--- src/rtl/ident_pkg.sv ---
package ident_pkg;
  localparam int STD_TOP    = 2;
  localparam int NAME_BYTES = 48;
  localparam int VEND_BYTES = 12;
  localparam int KEEP_BIT   = 14;
  localparam int EN_BIT     = 7;

  typedef enum logic [2:0] {
    CFG_VEND_B = 3'd0,
    CFG_VEND_D = 3'd1,
    CFG_VEND_C = 3'd2,
    CFG_SIG    = 3'd3,
    CFG_CTRL   = 3'd4
  } cfg_addr_e;

  typedef struct packed {
    logic        fault;
    logic [31:0] a;
    logic [31:0] b;
    logic [31:0] c;
    logic [31:0] d;
  } ident_rsp_t;
endpackage

--- src/rtl/ident_cfg_regs.sv ---
module ident_cfg_regs
  import ident_pkg::*;
#(
  parameter logic [8*VEND_BYTES-1:0] TRUE_VENDOR = "ProgIdentCPU",
  parameter logic [15:0]             TRUE_SIG    = 16'h0541
) (
  input  logic             clk,
  input  logic             rst_n,
  input  logic             cfg_we,
  input  logic [2:0]       cfg_addr,
  input  logic [31:0]      cfg_wdata,
  output logic [2:0][31:0] vend_eff,
  output logic [15:0]      sig,
  output logic             enable
);
  logic [2:0][31:0] true_w;
  logic [2:0][31:0] sub_w;
  logic             keep_sub;

  for (genvar w = 0; w < 3; w++) begin : g_true
    for (genvar j = 0; j < 4; j++) begin : g_byte
      assign true_w[w][8*j +: 8] = TRUE_VENDOR[8*(VEND_BYTES-1-(4*w+j)) +: 8];
    end
  end

  always_ff @(posedge clk) begin
    if (!rst_n) begin
      sub_w    <= true_w;
      sig      <= TRUE_SIG;
      keep_sub <= 1'b1;
      enable   <= 1'b1;
    end else if (cfg_we) begin
      case (cfg_addr)
        CFG_VEND_B: sub_w[0] <= cfg_wdata;
        CFG_VEND_D: sub_w[1] <= cfg_wdata;
        CFG_VEND_C: sub_w[2] <= cfg_wdata;
        CFG_SIG:    sig      <= cfg_wdata[15:0];
        CFG_CTRL: begin
          keep_sub <= cfg_wdata[KEEP_BIT];
          enable   <= cfg_wdata[EN_BIT];
        end
        default: ;
      endcase
    end
  end

  assign vend_eff = keep_sub ? sub_w : true_w;
endmodule

--- src/rtl/ident_leaf_decode.sv ---
module ident_leaf_decode
  import ident_pkg::*;
#(
  parameter logic [31:0] CACHE_A   = 32'h0403_0201,
  parameter logic [31:0] MISC_B    = 32'h0001_0800,
  parameter logic [31:0] FEATURES  = 32'h0383_F9FF,
  parameter logic [31:0] EXT_FEAT  = 32'h0000_0800,
  parameter int          EXT_COUNT = 4,
  parameter int          NAME_LEN  = 20,
  parameter logic [8*NAME_LEN-1:0] NAME_STR = "Programmable ID Core"
) (
  input  logic [31:0]      leaf,
  input  logic             enable,
  input  logic [2:0][31:0] vend,
  input  logic [15:0]      sig,
  output ident_rsp_t       rsp
);
  logic [NAME_BYTES-1:0][7:0] name_b;

  for (genvar k = 0; k < NAME_BYTES; k++) begin : g_name
    if (k < NAME_LEN) begin : g_chr
      assign name_b[k] = NAME_STR[8*(NAME_LEN-1-k) +: 8];
    end else begin : g_nul
      assign name_b[k] = 8'h00;
    end
  end

  logic [1:0]       chunk;
  logic [3:0][31:0] name_w;
  assign chunk = leaf[1:0] - 2'd2;

  always_comb begin
    for (int r = 0; r < 4; r++) begin
      for (int j = 0; j < 4; j++) begin
        name_w[r][8*j +: 8] = name_b[int'(chunk)*16 + r*4 + j];
      end
    end
  end

  always_comb begin
    rsp = '0;
    if (!enable) begin
      rsp.fault = 1'b1;
    end else if (!leaf[31]) begin
      case (leaf)
        32'd0: begin
          rsp.a = 32'(STD_TOP);
          rsp.b = vend[0];
          rsp.d = vend[1];
          rsp.c = vend[2];
        end
        32'd1: begin
          rsp.a = {16'h0000, sig};
          rsp.b = MISC_B;
          rsp.d = FEATURES;
        end
        32'd2:   rsp.a = CACHE_A;
        default: rsp.a = leaf;
      endcase
    end else if (leaf[30] && leaf[29:0] == 30'd0) begin
      rsp.a = 32'hC000_0000;
    end else if (leaf[29:3] == 27'd0 && int'(leaf[2:0]) <= EXT_COUNT) begin
      case (leaf[2:0])
        3'd0: rsp.a = (EXT_COUNT == 0) ? 32'h0 : (32'h8000_0000 | 32'(EXT_COUNT));
        3'd1: rsp.d = EXT_FEAT;
        3'd2, 3'd3, 3'd4: begin
          rsp.a = name_w[0];
          rsp.b = name_w[1];
          rsp.c = name_w[2];
          rsp.d = name_w[3];
        end
        default: ;
      endcase
    end
  end
endmodule

--- src/rtl/ident_rsp_stage.sv ---
module ident_rsp_stage
  import ident_pkg::*;
(
  input  logic       clk,
  input  logic       rst_n,
  input  logic       in_valid,
  output logic       in_ready,
  input  ident_rsp_t in_rsp,
  output logic       out_valid,
  input  logic       out_ready,
  output ident_rsp_t out_rsp
);
  assign in_ready = !out_valid || out_ready;

  always_ff @(posedge clk) begin
    if (!rst_n) begin
      out_valid <= 1'b0;
      out_rsp   <= '0;
    end else if (in_valid && in_ready) begin
      out_valid <= 1'b1;
      out_rsp   <= in_rsp;
    end else if (out_ready) begin
      out_valid <= 1'b0;
    end
  end
endmodule

--- src/rtl/ident_leaf_unit.sv ---
module ident_leaf_unit
  import ident_pkg::*;
#(
  parameter logic [8*VEND_BYTES-1:0] TRUE_VENDOR = "ProgIdentCPU",
  parameter logic [15:0]             TRUE_SIG    = 16'h0541,
  parameter logic [31:0]             CACHE_A     = 32'h0403_0201,
  parameter logic [31:0]             MISC_B      = 32'h0001_0800,
  parameter logic [31:0]             FEATURES    = 32'h0383_F9FF,
  parameter logic [31:0]             EXT_FEAT    = 32'h0000_0800,
  parameter int                      EXT_COUNT   = 4,
  parameter int                      NAME_LEN    = 20,
  parameter logic [8*NAME_LEN-1:0]   NAME_STR    = "Programmable ID Core"
) (
  input  logic        clk,
  input  logic        rst_n,
  input  logic        req_valid,
  output logic        req_ready,
  input  logic [31:0] req_leaf,
  output logic        rsp_valid,
  input  logic        rsp_ready,
  output logic        rsp_fault,
  output logic [31:0] rsp_a,
  output logic [31:0] rsp_b,
  output logic [31:0] rsp_c,
  output logic [31:0] rsp_d,
  input  logic        cfg_we,
  input  logic [2:0]  cfg_addr,
  input  logic [31:0] cfg_wdata
);
  logic [2:0][31:0] vend_eff;
  logic [15:0]      sig;
  logic             enable;
  ident_rsp_t       next_rsp;
  ident_rsp_t       held_rsp;

  ident_cfg_regs #(
    .TRUE_VENDOR(TRUE_VENDOR),
    .TRUE_SIG   (TRUE_SIG)
  ) u_regs (
    .clk      (clk),
    .rst_n    (rst_n),
    .cfg_we   (cfg_we),
    .cfg_addr (cfg_addr),
    .cfg_wdata(cfg_wdata),
    .vend_eff (vend_eff),
    .sig      (sig),
    .enable   (enable)
  );

  ident_leaf_decode #(
    .CACHE_A  (CACHE_A),
    .MISC_B   (MISC_B),
    .FEATURES (FEATURES),
    .EXT_FEAT (EXT_FEAT),
    .EXT_COUNT(EXT_COUNT),
    .NAME_LEN (NAME_LEN),
    .NAME_STR (NAME_STR)
  ) u_decode (
    .leaf  (req_leaf),
    .enable(enable),
    .vend  (vend_eff),
    .sig   (sig),
    .rsp   (next_rsp)
  );

  ident_rsp_stage u_stage (
    .clk      (clk),
    .rst_n    (rst_n),
    .in_valid (req_valid),
    .in_ready (req_ready),
    .in_rsp   (next_rsp),
    .out_valid(rsp_valid),
    .out_ready(rsp_ready),
    .out_rsp  (held_rsp)
  );

  assign rsp_fault = held_rsp.fault;
  assign rsp_a     = held_rsp.a;
  assign rsp_b     = held_rsp.b;
  assign rsp_c     = held_rsp.c;
  assign rsp_d     = held_rsp.d;
endmodule

--- config.mk ---
export PLATFORM = sky130hd
export DESIGN_NAME = ident_leaf_unit
export DESIGN_NICKNAME = d
export VERILOG_FILES = /design/src/rtl/ident_pkg.sv /design/src/rtl/ident_cfg_regs.sv /design/src/rtl/ident_leaf_decode.sv /design/src/rtl/ident_rsp_stage.sv /design/src/rtl/ident_leaf_unit.sv
export SDC_FILE = /design/constraint.sdc
export NUM_CORES = 1
export LEC_CHECK = 0
export ABC_AREA = 1
export BUFFER_PORTS_ARGS = -buffer_cell sky130_fd_sc_hd__buf_4
export CAP_MARGIN = 20
export CORE_UTILIZATION = 39
export CTS_CLUSTER_DIAMETER = 80
export DETAILED_ROUTE_END_ITERATION = 10
export RECOVER_POWER = 25
export SYNTH_ARGS = -nofsm -noshare
export SYNTH_HDL_FRONTEND = slang
export SYNTH_SLANG_ARGS = --single-unit
--- constraint.sdc ---
create_clock -name clk -period 1.7 [get_ports clk]
set_input_delay 0.085 -clock clk [delete_from_list [all_inputs] [get_ports clk]]
set_output_delay 0.085 -clock clk [all_outputs]
set_load 0.01 [all_outputs]
==> flow_summary.ini <==
[route]
ant_nets = 0
vias = 9671
wl_per_cell_um = 17.3
wl_um = 32700
drt_pass1_iterations = 5
via_per_inst = 5.10
drc = 0
dr.first_iter.drc_count = 901

[worst_setup_path]
cp-end-kind = flip-flop
criticalPathCategory = in2reg
critPathArrivalTime_ns = 2.11
critPathRequiredTime_ns = 2.15
worstPathMaxFanout = 5
r2r_cells = 8
cp-start-kind = primary input

[clocking]
clock_sinks = 244
insertion_delay_ns = 0.53
post_cts_buffers = 0
cts_inserted_buffers = 26
cts.path.max_buffers = 3
clk_pin_slew_ns = 0.06
htreeDepth = 1
clockRootBuffer = clkbuf_16
cts_tree = built

[timing]
finalSetupViolations = 0
period_share_pct = 97.5
tightest_slew_ns = 0.859
layout_min_cycle_time_ns = 1.66
max_slew_margin_pct = 42.7
fmax_ghz = 0.603
drv_slew = 0
skew_ns = 0.00928
final-hold-violation-count = 0
rsz0062_at_grt = true

[final_layout]
synthToLayoutAreaGrowth_pct = 37.1
stdcell_area_sq_um = 13200
nets = 1626
layout_common_cells = nand2_1, dfxtp_1, buf_4
layout-drive-gt1-share_pct = 20.8
final_common_cell = nand2_1
diodes = 0
post-route-util_pct = 54.3

[hold_path]
min_path_type = in2reg
hold_depth = 3

[die]
die_area_sq_um = 25300
ios = 203
rows = 57
die_w_um = 159
start_util_pct = 39.6
die_h_um = 159
core-area_sq_um = 24200

[yosys]
yosys_warnings = 0
synthArstFlopShare_pct = 0
syn_avg_cell_area_sq_um = 7.41
synth_enable_flop_cells = 0
yosysSeqAreaShare_pct = 50.8
ys_seq_elements = 244
synthesis.nets = 1370
synth_cell_types = 31
netlist_instances = 1298
syn_area_sq_um = 9610
synth_top_flop_cell = dfxtp_1

[power_and_ir_drop]
leakage_uw = 0.00573
swShare_pct = 24.8
power_frac_clock_pct = 42.1
power_switching_uw = 3140
p_int_uw = 9540
combPwrFrac_pct = 10.5
ir_drop_uv = 565
p_per_area_nw_per_um2 = 962
power_frac_seq_pct = 47.4

[global_route]
grt_max_degree = 61
antenna_found_initial = 0
grt_pass1_wl_um = 50900
grt_pass1_vias = 8994
grt_remaining_overflow = 0
track_usage_pct = 25.2

[status]
status = finished, final reports clean

[placement]
place_area_sq_um = 11700
dp_hpwl_um = 21800
gp_congestion = 0.882
portBuffers = 202

[run]
drv_cap = 0
-- cell type report --
type | instances | area [sq um]
clock buffer | 41 | 768
clock inverter | 4 | 22.5
fill | 2373 | 11100
inverter | 46 | 175
multi-input combinational | 915 | 4190
sequential | 244 | 4880
tap | 324 | 405
timing repair buffer | 321 | 2730
-- cells by family after synthesis --
| logic type | Yosys count | synth area share (%) |
|---|---|---|
| and+or+nand+nor | 616 | 26.5 |
| AOI/OAI and AO/OA | 299 | 16.7 |
| buffers and inverters | 139 | 6.05 |
| DFF | 244 | 50.8 |
-- path summary, 6_finish.rpt --
path,slack (ns),endpoint,startpoint
worst max register to register,0.09,u_stage.out_rsp[126],u_stage.out_valid
worst min-delay path,0.02,u_regs.sub_w[48],rst_n
worst max-delay path,0.04,u_stage.out_rsp[99],req_leaf[31]
worst min register to register,0.46,u_regs.sub_w[70],u_regs.sub_w[70]
-- sequential cells by signal (all words and copies together), names as in the netlist --
name,cells
u_regs.sig,16
u_regs.keep_sub,1
u_stage.out_rsp,129
u_stage.out_valid,1
u_regs.sub_w,96
u_regs.enable,1
-- power groups by stage --
stage	registers [uW]	clock network, uW	logic, uW
after floorplan	6140	0	548
after global placement	6120	0	1190
after detailed placement	6120	0	1200
after CTS	6000	5410	1320
after global routing	6020	5650	1450
final	6000	5340	1330
-- metrics by stage --
stage / setup slack (ns) / setup TNS (ns) / power, uW / cells / hold slack [ns]
after CTS: 0.0371 / 0 / 12700 / 1895 / 0.00317
after global placement: -0.0334 / -0.0334 / 7310 / 1787 / 0.327
after detailed placement: -0.0762 / -0.0898 / 7320 / 1787 / 0.339
after global routing: -0.00905 / -0.0133 / 13100 / 1895 / 0.0206
final: 0.0421 / 0 / 12700 / 1895 / 0.0177
after floorplan: 0.113 / 0 / 6690 / 1298 / 0.198
-- per-layer routing --
layer	routed length, um	GRT usage, %	vias up
met5	0	0	-
li1	-	-	4757
met4	932	7.82	0
met3	2380	3.96	53
met2	14600	40.2	354
met1	14800	35.1	4507
-- cell usage after synthesis (3+ instances only) --
cell type	n	share of area, %
nand2_1	348	14
dfxtp_1	244	51
a21oi_1	170	8.9
nor2_1	166	6.5
o21ai_0	86	4.5
clkbuf_1	72	2.8
nand3_1	49	2.6
inv_1	43	1.7
o211ai_1	35	2.7
nand4_1	16	1.0
nor3_1	10	0.52
buf_2	9	0.47
buf_4	8	0.62
nor2_2	7	0.46
o31ai_1	6	0.47
nand2_2	4	0.26
or2_2	4	0.26
nand3b_1	3	0.23
-- critical path, stage by stage --
cell           delay, ns
dlygate4sd3_1       0.53
buf_4               0.14
nor2_2              0.08
nand2_1             0.08
nor2_2              0.13
nand2_2             0.13
nor2_4              0.21
inv_2               0.09
buf_4               0.16
nor2_1              0.17
o21ai_0             0.13
a21oi_1             0.15
-- repair_timing --
| action | CTS | global route |
|---|---|---|
| resized for setup | 0 | 12 |
| hold endpoints to repair | 142 | 0 |
| hold buffers | 63 | 0 |
| endpoints found under the setup margin | 0 | 27 |
(Power assumes the default switching activity.)
